===== config.mk =====
export PLATFORM = sky130hd
export DESIGN_NAME = secbit_guard
export DESIGN_NICKNAME = d
export VERILOG_FILES = /design/src/rtl/secbit_pkg.sv /design/src/rtl/secbit_store.sv /design/src/rtl/secbit_read_gate.sv /design/src/rtl/secbit_scrambler.sv /design/src/rtl/secbit_guard.sv
export SDC_FILE = /design/constraint.sdc
export NUM_CORES = 1
export LEC_CHECK = 0
export BUFFER_PORTS_ARGS = -buffer_cell sky130_fd_sc_hd__buf_2
export CAP_MARGIN = 25
export CORE_MARGIN = 5
export CORE_UTILIZATION = 41
export CTS_BUF_LIST = sky130_fd_sc_hd__clkbuf_16
export CTS_CLUSTER_DIAMETER = 40
export CTS_CLUSTER_SIZE = 14
export DETAILED_ROUTE_END_ITERATION = 8
export PLACE_DENSITY = 0.83
export RECOVER_POWER = 50
export SLEW_MARGIN = 20
export SYNTH_ARGS = -nofsm -noshare
export SYNTH_HDL_FRONTEND = slang
export SYNTH_HIERARCHICAL = 1
export SYNTH_SLANG_ARGS = --single-unit

===== constraint.sdc =====
create_clock -name clk -period 3.23 [get_ports clk]
set_clock_uncertainty 0.2 [all_clocks]
set_input_delay 0.1615 -clock clk [delete_from_list [all_inputs] [get_ports clk]]
set_output_delay 0.1615 -clock clk [all_outputs]
set_load 0.02 [all_outputs]

===== src/rtl/secbit_pkg.sv =====
// Shared constants and types for the security bit guard.
// Assumes an 8-bit security byte with fixed bit roles.
package secbit_pkg;
    localparam int SEC_W    = 8;
    localparam int LOCK_BIT = 0;
    localparam int TBL_BIT  = 1;
    localparam int SCR_BIT  = 2;
    localparam int GAIN_BIT = 7;
    localparam logic [SEC_W-1:0] RSV_MASK = 8'h78;

    typedef enum logic [1:0] {
        SRC_NONE,
        SRC_ARRAY,
        SRC_SECREG,
        SRC_DENY
    } rd_src_e;
endpackage


===== src/rtl/secbit_store.sv =====
// Security byte storage. Bits only fall on program, rise on erase.
// Assumes reset models an erased part (all ones).
module secbit_store
    import secbit_pkg::*;
(
    input  logic             clk,
    input  logic             rst_n,
    input  logic             wr_en,
    input  logic             erase_en,
    input  logic [SEC_W-1:0] wr_data,
    output logic [SEC_W-1:0] sec_q
);
    // Update the byte: erase first, then one-way program.
    always_ff @(posedge clk) begin
        if (!rst_n) begin
            sec_q <= '1;
        end else if (erase_en) begin
            sec_q <= '1;
        end else if (wr_en) begin
            sec_q <= sec_q & (wr_data | RSV_MASK);
        end
    end
endmodule


===== src/rtl/secbit_read_gate.sv =====
// Decides grant and data source for programmer and table reads.
// Assumes the internal region starts at address 0.
module secbit_read_gate
    import secbit_pkg::*;
#(
    parameter int ADDR_W    = 16,
    parameter int INT_BYTES = 4096
) (
    input  logic              prog_mode,
    input  logic              prg_read,
    input  logic              tbl_req,
    input  logic              tbl_from_ext,
    input  logic [ADDR_W-1:0] addr,
    input  logic [SEC_W-1:0]  sec_q,
    output logic              grant,
    output rd_src_e           src,
    output logic              scramble
);
    localparam logic [ADDR_W-1:0] SEC_ADDR = '1;
    localparam logic [ADDR_W:0]   INT_LIM  = (ADDR_W+1)'(INT_BYTES);

    logic in_internal;
    assign in_internal = ({1'b0, addr} < INT_LIM);

    // Select grant, source and scramble for the active request.
    always_comb begin
        grant    = 1'b0;
        src      = SRC_NONE;
        scramble = 1'b0;
        if (prog_mode && prg_read) begin
            if (!sec_q[LOCK_BIT]) begin
                src = SRC_DENY;
            end else begin
                grant    = 1'b1;
                src      = (addr == SEC_ADDR) ? SRC_SECREG : SRC_ARRAY;
                scramble = !sec_q[SCR_BIT];
            end
        end else if (!prog_mode && tbl_req) begin
            if (!sec_q[TBL_BIT] && tbl_from_ext && in_internal) begin
                src = SRC_DENY;
            end else begin
                grant = 1'b1;
                src   = SRC_ARRAY;
            end
        end
    end
endmodule


===== src/rtl/secbit_scrambler.sv =====
// Bitwise XOR of the data with a fixed key when enabled.
// Assumes the key is a design constant.
module secbit_scrambler #(
    parameter int              DATA_W = 8,
    parameter logic [DATA_W-1:0] KEY  = 8'h5A
) (
    input  logic              enable,
    input  logic [DATA_W-1:0] din,
    output logic [DATA_W-1:0] dout
);
    // One XOR gate per data bit, gated by the key bit.
    for (genvar i = 0; i < DATA_W; i++) begin : g_bit
        assign dout[i] = din[i] ^ (enable & KEY[i]);
    end
endmodule


===== src/rtl/secbit_guard.sv =====
// Top: guards program-store and security-byte reads, and programs the byte.
// Assumes the array supplies arr_rdata for addr in the same cycle.
module secbit_guard
    import secbit_pkg::*;
#(
    parameter int ADDR_W    = 16,
    parameter int INT_BYTES = 4096,
    parameter logic [SEC_W-1:0] SCR_KEY = 8'h5A
) (
    input  logic              clk,
    input  logic              rst_n,
    input  logic              prog_mode,
    input  logic              prg_read_stb,
    input  logic              prg_prog_stb,
    input  logic              prg_erase_stb,
    input  logic              out_en_n,
    input  logic              tbl_req,
    input  logic              tbl_from_ext,
    input  logic [ADDR_W-1:0] addr,
    input  logic [SEC_W-1:0]  prg_wdata,
    input  logic [SEC_W-1:0]  arr_rdata,
    output logic              access_ok,
    output logic [SEC_W-1:0]  rd_data,
    output logic              rd_drive,
    output logic              osc_full_gain
);
    localparam logic [ADDR_W-1:0] SEC_ADDR = '1;

    logic [SEC_W-1:0] sec_q;
    logic [SEC_W-1:0] sel_data;
    logic [SEC_W-1:0] scr_data;
    logic             wr_en;
    logic             erase_en;
    logic             scramble;
    logic             floating;
    rd_src_e          src;

    assign wr_en    = prog_mode && prg_prog_stb && (addr == SEC_ADDR);
    assign erase_en = prog_mode && prg_erase_stb;

    secbit_store u_store (
        .clk      (clk),
        .rst_n    (rst_n),
        .wr_en    (wr_en),
        .erase_en (erase_en),
        .wr_data  (prg_wdata),
        .sec_q    (sec_q)
    );

    secbit_read_gate #(
        .ADDR_W    (ADDR_W),
        .INT_BYTES (INT_BYTES)
    ) u_gate (
        .prog_mode    (prog_mode),
        .prg_read     (prg_read_stb),
        .tbl_req      (tbl_req),
        .tbl_from_ext (tbl_from_ext),
        .addr         (addr),
        .sec_q        (sec_q),
        .grant        (access_ok),
        .src          (src),
        .scramble     (scramble)
    );

    assign sel_data = (src == SRC_SECREG) ? sec_q : arr_rdata;

    secbit_scrambler #(
        .DATA_W (SEC_W),
        .KEY    (SCR_KEY)
    ) u_scr (
        .enable (scramble),
        .din    (sel_data),
        .dout   (scr_data)
    );

    assign floating      = prog_mode && prg_read_stb && out_en_n;
    assign rd_drive      = prog_mode && prg_read_stb && !out_en_n;
    assign osc_full_gain = sec_q[GAIN_BIT];

    // Form the returned byte from the source decision.
    always_comb begin
        if (floating) begin
            rd_data = '0;
        end else begin
            case (src)
                SRC_NONE: rd_data = '0;
                SRC_DENY: rd_data = '1;
                default:  rd_data = scr_data;
            endcase
        end
    end
endmodule


==> out/qor.csv, run 1 <==
stage,metric,value,unit
clock_network,clock latency at the later pin of the worst-skew pair,0.22,ns
timing,final worst slack,0.555,ns
clock_network,CTS hold repair buffers,4,
global_routing,vias in the first global route,654,
synth,Ys Warns,6,
synth,"top cells by area, synth","mux2_2 14%, dfxtp_1 12%, buf_4 11%, nor2_1 11%, nand4_1 6.8%",
global_routing,GR Util met3,4.82,%
timing,max-slew violation count,0,
worst_setup_path,"Max FO, Critical Path",8,
floorplanning,FP Rows,14,
global_routing,gr busiest metal,met2,
synth,most instantiated cells after synthesis,"18 x nor2_1, 9 x buf_4, 8 x mux2_2",
finish,max reg flops,4,
timing,Max Clock Freq,374,MHz
worst_setup_path,Most common cell on crit path,nor2_1,
routing,detailed-router iteration count before antenna repair,4,
global_routing,met1 GRT Util,14.1,%
finish,share of post-route cells with drive strength above 1,43.3,%
routing,DRT Wirelength,1.66,mm
outcome,outcome,"complete, no violations",
finish,"non-filler cells, final",150,
worst_setup_path,CP cell instances,"nand3b_1, o32ai_1, ha_1, mux2_2, xor2_1, nor2_1, nor2_1, buf_2",
synth,Post-Synthesis Cells,88,
clock_network,CTS tree,built,
place,Placed Instances,143,
floorplanning,die area,2460,um^2
synth,"Seq/Total Area, Yosys",12.5,%
floorplanning,Die W,49.6,um
timing,RSZ-0062 raised after global routing,false,
power_and_ir_drop,Max IR drop VDD,0.288,mV
global_routing,Overflow after GRT,0,
routing,via count,723,
clock_network,cts repair resizes,0,
synth,Post-synth ARST share,0,%
worst_setup_path,Worst path max stage delay,0.44,ns
timing,setup_tns,0,ns
finish,number of antenna diodes,0,
synth,Syn Area/Cell,7.31,um^2
clock_network,root buf cell,clkbuf_16,
power_and_ir_drop,P_leak,0.502,nW
floorplanning,CORE AREA,1490,um^2
global_routing,largest net degree at the start of global routing,12,
place,routability cong.,0.819,
routing,Vias/cell,4.82,
worst_setup_path,Crit-path slowest cell,ha_1,
synth,Post-synth EDFFs,0,
worst_setup_path,Setup crit start kind,flop,
finish,Largest regs,u_store/sec_q x4,
place,post-place setup slack,0.559,ns
finish,Area Overhead vs Synth,45.5,%
clock_network,Post-CTS Setup Bufs,0,
worst_setup_path,Critical Path RT,2.87,ns
place,Port Buffers,47,
worst_setup_path,crit-path leading delay family,adder cells,
floorplanning,number of I/O pins,52,
global_routing,M2 GR Usage,22.7,%
routing,final antenna-violating net count,0,
job,maxcap violations,0,
routing,DR iter-0 viols,7,
synth,ys flop type,dfxtp_1,
clock_network,CTS Buf Count,3,
global_routing,antenna violations before repair,0,
clock_network,maximum clock path buffer count,2,
worst_setup_path,Setup CP Type,reg -> out,
timing,Slew HR,65.6,%
worst_setup_path,WP buf/inv,1,
routing,DRC viols,0,
timing,min Tclk post-route,2.68,ns
synth,cell with the most instances after synthesis,nor2_1,
worst_setup_path,Setup crit end kind,output port,
worst_setup_path,Worst EP arrival,2.31,ns
global_routing,GRT Total Usage,13.2,%
clock_network,clk sinks,4,
synth,Yosys cell types,29,
clock_network,clock-pin transition on the worst setup and hold timing paths,0.03,ns
synth,Yosys top cell area share,14.0,%
power_and_ir_drop,Power Density,347,nW/um^2
timing,Final Cycle Share,82.8,%
global_routing,first-pass GRT wire length,2.62,mm
synth,cell taking the most area after synthesis,mux2_2,
floorplanning,Die Height,49.6,um
finish,most flop-heavy register,u_store/sec_q,
synth,post-synthesis register bit count,4,
place,post-DP HPWL,1.39,mm
timing,worst slew pin tran,0.512,ns
routing,DR WL/cell,11.0,um
finish,nets,179,
floorplanning,initial core utilization,43.2,%
synth,Mapped Area,643,um^2
clock_network,total number of H-tree levels,1,
timing,final setup fails,0,
worst_hold_path,Hold Crit Class,in -> reg,
timing,"Hold Vio Cnt, Final",0,
routing by layer:
layer,part of all wire (%),up-vias
met3,6.3,2
met4,0.48,0
met1,43,313
met2,51,19
li1,-,389
met5,0,-
cells by family (layout without fill, tap and decap cells):
| logic type | after synthesis | count (layout) | synth area share, % |
|---|---|---|---|
| simple gates | 41 | 41 | 35.4 |
| buf+inv | 18 | 61 | 16.0 |
| compound gates | 9 | 9 | 10.7 |
| mux | 9 | 9 | 15.6 |
| xor+xnor | 4 | 4 | 5.45 |
| flops | 4 | 4 | 12.5 |
| fa+ha+maj | 2 | 2 | 3.89 |
| other cells | 1 | 4 | 0.583 |
cell usage in the layout (no fill, tap or decap), types with 4 or more instances in the layout:
| cell | synthesis | routed |
|---|---|---|
| dlygate4sd3_1 | 0 | 4 |
| nor2b_1 | 3 | 4 |
| buf_2 | 1 | 44 |
| dfxtp_1 | 4 | 4 |
| nand4_1 | 7 | 7 |
| mux2_2 | 8 | 8 |
| inv_1 | 7 | 7 |
| nor2_1 | 18 | 18 |
| conb_1 | 1 | 4 |
| xor2_1 | 4 | 4 |
worst paths after layout:
kind	start	to	slack (ns)	cells past startpoint
min reg2reg	u_store/sec_q[2]	u_store/sec_q[2]	0.28	2
max reg2reg	u_store/sec_q[0]	u_store/sec_q[0]	2.34	2
max	u_store/sec_q[1]	rd_data[1]	0.55	8
min	rst_n	u_store/sec_q[0]	0.04	3
worst register-to-register path, stage by stage, from the launching register on:
cell and delay, ns:
dfxtp_1 0.42, inv_1 0.08, o21ai_2 0.12
through the flow:
stage                     utilization (%)  cell area [um^2]  hold slack [ns]  total power [mW]
final                                62.9               936           0.0366             0.325
after global routing                 62.9               936           0.0480             0.345
after CTS                            63.7               948           0.0372             0.331
after global placement               56.0               833            0.195             0.132
after detailed placement             56.0               833            0.203             0.134
after floorplan                         -               654           0.0965             0.103
report_power, final:
group	leakage (nW)	total (mW)	internal, mW	switching, mW
logic	0.433	0.0854	0.0401	0.0453
registers	0.0324	0.0498	0.0498	0.000000128
clock network	0.0370	0.190	0.158	0.0319
cell type report:
class	count	area [um^2]
Sequential cell	4	80.1
Multi-Input combinational cell	69	463
Fill cell	150	553
Inverter	7	26.3
Tap cell	16	20.0
Timing Repair Buffer	51	272
Clock buffer	3	75.1
No activity file was read; power rests on OpenSTA's default activity.
==> run 2, diff against run 1 <==
--- a/config.mk
+++ b/config.mk
@@ -5,15 +5,16 @@
 export SDC_FILE = /design/constraint.sdc
 export NUM_CORES = 1
 export LEC_CHECK = 0
+export ABC_AREA = 1
 export BUFFER_PORTS_ARGS = -buffer_cell sky130_fd_sc_hd__buf_2
 export CAP_MARGIN = 25
 export CORE_MARGIN = 5
-export CORE_UTILIZATION = 41
+export CORE_UTILIZATION = 37
 export CTS_BUF_LIST = sky130_fd_sc_hd__clkbuf_16
 export CTS_CLUSTER_DIAMETER = 40
 export CTS_CLUSTER_SIZE = 14
 export DETAILED_ROUTE_END_ITERATION = 8
-export PLACE_DENSITY = 0.83
+export PLACE_DENSITY = 0.75
 export RECOVER_POWER = 50
 export SLEW_MARGIN = 20
 export SYNTH_ARGS = -nofsm -noshare
==> constraint.sdc (replaced) <==
create_clock -name clk -period 2.3 [get_ports clk]
set_clock_uncertainty 0.2 [all_clocks]
set_input_delay 0.115 -clock clk [delete_from_list [all_inputs] [get_ports clk]]
set_output_delay 0.115 -clock clk [all_outputs]
set_load 0.02 [all_outputs]
==> run 2 against run 1 <==
Against the previous run:
- die area rose by 23%
- sequential power increased by 38%
- synthesized area rose by 17%
- core utilization is 2.1 points lower
- highest routed layer unchanged
==> out/qor.csv, run 2 <==
stage,metric,value,unit
synth,Syn Area/Cell,5.65,um^2
synth,Post-Synthesis Cells,133,
routing,Vias/cell,4.43,
floorplanning,CORE AREA,1940,um^2
place,Area after DPL,965,um^2
synth,Yosys top cell area share,24.5,%
power_and_ir_drop,Max IR drop VDD,0.288,mV
timing,min Tclk post-route,2.29,ns
global_routing,Overflow after GRT,0,
finish,"commonest non-fill, non-tap cell in the layout",nand2_1,
worst_hold_path,worst hold stages,4,
job,maxcap violations,0,
finish,Fillers,206,
power_and_ir_drop,P_leak,0.660,nW
worst_setup_path,reg2reg start,u_store/sec_q[0],
worst_setup_path,Setup CP Type,reg -> out,
place,routability cong.,0.716,
clock_network,root buf cell,clkbuf_16,
floorplanning,initial core utilization,38.7,%
routing,via count,953,
global_routing,M2 GR Usage,25.4,%
synth,post-synthesis mux area share,16.0,%
synth,post-synthesis adder-cell area fraction,3.33,%
synth,Post-synth EDFFs,0,
global_routing,GR Util met3,3.22,%
clock_network,clock latency at the later pin of the worst-skew pair,0.22,ns
finish,Final Core Density,60.8,%
power_and_ir_drop,Power Density,413,nW/um^2
synth,Compound-Gate Fraction of Synth Area,2.83,%
finish,Area Overhead vs Synth,56.9,%
place,post-DP HPWL,1.62,mm
synth,Post-synth ARST share,0,%
worst_setup_path,Critical Path RT,1.99,ns
worst_setup_path,Crit. path cell count,13,
global_routing,first-pass GRT wire length,2.97,mm
synth,Yosys cell types,18,
worst_setup_path,Setup crit start kind,flop,
finish,most frequent cells in the layout,"45 x nand2_1, 40 x buf_2, 32 x nor2_1, 10 x inv_1, 9 x buf_4",
worst_hold_path,hold path start,rst_n,
worst_hold_path,hold path endpoint,u_store/sec_q[2],
synth,ys flop type,dfxtp_1,
floorplanning,die area,3030,um^2
clock_network,CTS Buf Count,3,
worst_setup_path,Crit-path slowest cell,dfxtp_4,
synth,cell with the most instances after synthesis,nand2_1,
worst_setup_path,Setup crit end kind,output port,
finish,Largest regs,u_store/sec_q x4,
clock_network,maximum clock path buffer count,2,
timing,"Hold Vio Cnt, Final",0,
synth,"top cells by area, synth","nand2_1 24%, nor2_1 16%, mux2_4 16%, dfxtp_1 11%, buf_4 8.0%",
floorplanning,FP Rows,16,
routing,final antenna-violating net count,0,
global_routing,GRT Total Usage,13.5,%
worst_setup_path,Most common cell on crit path,nor2_1,
worst_hold_path,Hold Crit Class,in -> reg,
global_routing,vias in the first global route,774,
finish,most flop-heavy register,u_store/sec_q,
worst_setup_path,Worst path max stage delay,0.35,ns
synth,Synth Area in XOR/XNOR,0,%
worst_setup_path,Worst EP arrival,1.98,ns
worst_setup_path,flop2flop setup slack,0.98,ns
routing,DRT Wirelength,2.21,mm
clock_network,clk sinks,4,
floorplanning,number of I/O pins,52,
worst_setup_path,CP cell instances,"nand2_4, nor3_2, nor2_1, inv_1, ha_4, buf_6, mux2_4, inv_2, nand2_1, nand2_1, nor2_1, nor2_1, buf_4",
worst_setup_path,crit-path leading delay family,simple AND/OR/NAND/NOR gates,
synth,simple logic cell fraction of the synthesized area,47.4,%
timing,Final Cycle Share,99.7,%
global_routing,gr busiest metal,met2,
timing,max-slew violation count,0,
timing,final setup fails,0,
global_routing,largest net degree at the start of global routing,10,
finish,final instance area,1180,um^2
finish,number of antenna diodes,0,
clock_network,CTS tree,built,
finish,share of post-route cells with drive strength above 1,42.0,%
worst_setup_path,WP buf/inv,4,
routing,detailed-router iteration count before antenna repair,4,
timing,RSZ-0062 raised after global routing,true,
worst_setup_path,reg-to-reg critical path endpoint,u_store/sec_q[0],
synth,"Seq/Total Area, Yosys",10.6,%
worst_setup_path,"Max FO, Critical Path",4,
finish,nets,233,
place,Port Buffers,47,
worst_setup_path,Worst R2R Path Depth,3,
synth,combinational family with the most area after synthesis,simple AND/OR/NAND/NOR gates,
clock_network,clock-pin transition on the worst setup and hold timing paths,0.03,ns
global_routing,antenna violations before repair,0,
timing,Max Clock Freq,436,MHz
synth,most instantiated cells after synthesis,"49 x nand2_1, 33 x nor2_1, 13 x inv_1",
global_routing,met1 GRT Util,14.2,%
routing,DR WL/cell,10.3,um
synth,Ys Warns,6,
clock_network,total number of H-tree levels,1,
routing,DRC viols,0,
finish,max reg flops,4,
synth,post-synthesis register bit count,4,
routing,DR iter-0 viols,7,
outcome,outcome,"complete, no violations",
synth,Mapped Area,752,um^2
floorplanning,Die W,55.1,um
synth,cell taking the most area after synthesis,nand2_1,
floorplanning,Die Height,55.1,um
run 2: layout make-up:
type / instances / area (um^2) / area share (%)
flip-flops and latches: 4 / 85.1 / 7.21
repair buffers: 59 / 350 / 29.7
well taps: 27 / 33.8 / 2.86
clock buffers: 3 / 75.1 / 6.36
multi-input cells: 106 / 573 / 48.6
inverters: 16 / 62.6 / 5.30
run 2: worst reg2reg max path, stage by stage (launching register included):
cell	delay [ns]
dfxtp_4	0.35
nand2_1	0.07
nand2_1	0.04
dlygate4sd3_1	0.54
run 2: worst max path at each step:
stage	start	to	slack, ns
after floorplan	u_store/sec_q[0]	rd_data[1]	0.21
after global placement	prog_mode	rd_data[6]	0.14
after detailed placement	prog_mode	rd_data[4]	0.08
after CTS	u_store/sec_q[0]	rd_data[4]	0.004
after global routing	u_store/sec_q[0]	rd_data[3]	-0.09
final	u_store/sec_q[0]	rd_data[3]	0.007
run 2: cells by family (layout without fill, tap and decap cells):
group	Yosys count	count (layout)
buffers and inverters	26	78
AO/OA/AOI/OAI	2	2
multiplexers	8	8
AND/OR/NAND/NOR	90	90
adder cells (fa/ha/maj)	2	2
other	1	4
flip-flops	4	4
run 2: repair_timing:
action,4_1_cts,5_1_grt
resized for setup,5,15
setup endpoints to repair,5,7
endpoints found under the hold margin,4,0
setup buffers,1,3
hold buffers,6,0
pin swaps,3,11
run 2: power breakdown:
part / internal [mW] / switching [mW] / total [mW]
Combinational: 0.0730 / 0.0794 / 0.152
Clock: 0.222 / 0.0444 / 0.266
Sequential: 0.0687 / 0.000000210 / 0.0687
Total: 0.363 / 0.124 / 0.487
run 2: routing by layer:
layer / wire (um) / vias to the layer above
met3: 180 / 4
met1: 845 / 409
met4: 29 / 0
met2: 1160 / 43
li1: - / 497
met5: 0 / -
run 2: through the flow:
step / worst slack [ns] / setup TNS (ns) / cells / hold slack (ns) / power (mW)
global placement: 0.144 / 0 / 202 / 0.171 / 0.200
global route: -0.0941 / -0.201 / 215 / 0.0298 / 0.515
detailed placement: 0.0840 / 0 / 202 / 0.176 / 0.204
finish: 0.00715 / 0 / 215 / 0.000470 / 0.487
floorplan: 0.207 / 0 / 136 / 0.0809 / 0.159
CTS: 0.00395 / 0 / 212 / 0.00109 / 0.482
==> run 3, diff against run 2 <==
==> constraint.sdc (replaced) <==
create_clock -name clk -period 2.3 [get_ports clk]
set_clock_uncertainty 0.2 [all_clocks]
set_input_delay 0.23 -clock clk [delete_from_list [all_inputs] [get_ports clk]]
set_output_delay 0.23 -clock clk [all_outputs]
set_load 0.02 [all_outputs]
==> run 3 against run 2 <==
Against the previous run:
- the run now ends with negative setup slack left
- largest power group unchanged
- die area is the same
- via count grew 4.1%
- design area grew 7.1%
- largest cell class unchanged
- critical endpoint unchanged
- critical path depth shrank 1
- clock power grew 5%
- critical path type unchanged
- worst hold slack gained 0.067 ns
- core utilization grew 4.3 points
- wire length grew 7.2%
- register-to-register slack gained 0.41 ns
==> out/qor.csv, run 3 (same netlist as run 2, synthesis figures left out) <==
stage,metric,value,unit
floorplanning,CORE AREA,1940,um^2
place,post-DP HPWL,1.78,mm
timing,setup_tns,-0.148,ns
place,Area after DPL,1050,um^2
timing,Final Cycle Share,103,%
floorplanning,FP Rows,16,
worst_setup_path,reg-to-reg critical path endpoint,u_store/sec_q[0],
power_and_ir_drop,P_leak,0.707,nW
floorplanning,initial core utilization,38.7,%
worst_setup_path,flop2flop setup slack,1.39,ns
clock_network,CTS tree,built,
worst_setup_path,crit-path leading delay family,simple AND/OR/NAND/NOR gates,
finish,final instance area,1260,um^2
worst_setup_path,CP cell instances,"nand2_4, nor3_2, nor2_1, inv_1, ha_4, buf_6, mux2_4, nand2_2, nand2_1, nor2_1, nor2_1, buf_4",
timing,Max Clock Freq,423,MHz
worst_hold_path,Hold Crit Class,in -> reg,
routing,detailed-router iteration count before antenna repair,4,
routing,DRC viols,0,
timing,"Hold Vio Cnt, Final",0,
floorplanning,die area,3030,um^2
power_and_ir_drop,cell internal pwr,382,uW
finish,most flop-heavy register,u_store/sec_q,
timing,worst hold margin,0.0677,ns
worst_setup_path,Worst EP arrival,1.94,ns
power_and_ir_drop,Switching Share,26.8,%
outcome,outcome,"finished, violations left",
worst_setup_path,Critical Path RT,1.87,ns
floorplanning,Die W,55.1,um
finish,"non-filler cells, final",217,
global_routing,first-pass GRT wire length,3.37,mm
timing,RSZ-0062 raised after global routing,true,
finish,Largest regs,u_store/sec_q x4,
worst_setup_path,Setup crit end kind,output port,
clock_network,total number of H-tree levels,1,
worst_setup_path,CP Launch Point,u_store/sec_q[0],
timing,min Tclk post-route,2.37,ns
worst_hold_path,hold path endpoint,u_store/sec_q[2],
job,maxcap violations,0,
global_routing,vias in the first global route,894,
clock_network,CTS Buf Count,3,
floorplanning,Die Height,55.1,um
outcome,failing checks,negative setup slack,
routing,Vias/cell,4.57,
worst_hold_path,worst hold stages,5,
power_and_ir_drop,combinational power share,33.3,%
routing,final antenna-violating net count,0,
worst_setup_path,Most common cell on crit path,nor2_1,
routing,via count,992,
finish,"commonest non-fill, non-tap cell in the layout",nand2_1,
worst_setup_path,Setup crit start kind,flop,
worst_hold_path,hold path start,prg_wdata[2],
global_routing,GRT Total Usage,15.2,%
global_routing,largest net degree at the start of global routing,9,
finish,number of antenna diodes,0,
routing,DRT Wirelength,2.37,mm
power_and_ir_drop,part of the power in the clock network,53.5,%
timing,final worst slack,-0.0659,ns
power_and_ir_drop,switching pwr,140,uW
clock_network,maximum clock path buffer count,2,
place,post-place setup slack,-0.0739,ns
routing,DR iter-0 viols,13,
clock_network,clock-pin transition on the worst setup and hold timing paths,0.03,ns
routing,DR WL/cell,10.9,um
place,routability cong.,0.716,
finish,max reg flops,4,
clock_network,root buf cell,clkbuf_16,
timing,final setup fails,4,
place,Placed Instances,213,
place,Port Buffers,47,
clock_network,clock latency at the later pin of the worst-skew pair,0.23,ns
finish,Fillers,175,
power_and_ir_drop,Power Density,413,nW/um^2
finish,Area Overhead vs Synth,68.1,%
timing,max-slew violation count,0,
worst_setup_path,Setup CP Type,reg -> out,
global_routing,Overflow after GRT,0,
worst_setup_path,Crit-path slowest cell,dfxtp_4,
global_routing,antenna violations before repair,0,
worst_setup_path,Worst R2R Path Depth,3,
power_and_ir_drop,sequential power share,13.2,%
finish,nets,235,
worst_setup_path,"Max FO, Critical Path",4,
worst_setup_path,WP buf/inv,3,
clock_network,clk sinks,4,
finish,share of post-route cells with drive strength above 1,47.9,%
worst_setup_path,reg2reg start,u_store/sec_q[0],
finish,most frequent cells in the layout,"43 x nand2_1, 31 x nor2_1, 27 x buf_2, 19 x buf_4, 12 x buf_6",
worst_setup_path,Worst path max stage delay,0.35,ns
power_and_ir_drop,Max IR drop VDD,0.419,mV
floorplanning,number of I/O pins,52,
[run 3: changes by cell type in the layout (fill, tap and decap cells not counted), moves of 2 or more]
cell           before  now
buf_2              40   27
buf_4               9   19
buf_6               1   12
dlygate4sd3_1       6    0
nand2_1            45   43
nand2_2             4    6
[run 3: cell type report]
type | count | area (um^2) | share of cell area (%)
Clock buffer | 3 | 75.1 | 5.94
Tap cell | 27 | 33.8 | 2.67
Inverter | 16 | 62.6 | 4.95
Timing Repair Buffer | 61 | 428 | 33.9
Sequential cell | 4 | 83.8 | 6.63
Multi-Input combinational cell | 106 | 581 | 45.9
[run 3: timing repair]
action,in CTS,in global routing
resized for setup,14,24
pin swaps,12,19
buffers inserted,1,0
cloned,0,0
hold buffers,0,0
setup endpoints to repair,8,8
[run 3: tightest hold or removal path: cells and delay by family]
kind | cells | cell delay (ns)
simple gates | 3 | 0.12
buf+inv | 2 | 0.10
[run 3: worst max path at each step]
stage                             to  slack, ns  cells after the start
after floorplan           rd_data[1]       0.09                     12
after global placement    rd_data[6]      -0.02                     16
after detailed placement  rd_data[6]      -0.07                     16
after CTS                 rd_data[3]      -0.07                     13
after global routing      rd_data[3]      -0.17                     13
final                     rd_data[3]      -0.07                     12
[run 3: power by group through the flow]
stage          combinational, mW  clock, mW  sequential (mW)
2_1_floorplan             0.0885          0           0.0708
3_3_place_gp               0.143          0           0.0708
3_5_place_dp               0.148          0           0.0708
4_1_cts                    0.154      0.281           0.0687
5_1_grt                    0.189      0.284           0.0687
6_report                   0.174      0.279           0.0687
[run 3: through the flow]
step                util, %  power [mW]
finish                 65.1       0.522
global route           65.1       0.542
CTS                    60.2       0.504
detailed placement     53.9       0.219
global placement       53.9       0.213
floorplan                 -       0.159
[run 3: routing by layer]
layer	vias up	GRT usage, %	share of wire [%]	wire [um]
met1	436	13.7	33	773
li1	503	-	-	-
met2	43	29.9	53	1260
met3	10	3.75	10	241
met4	0	8.91	3.9	93
met5	-	0	0	0
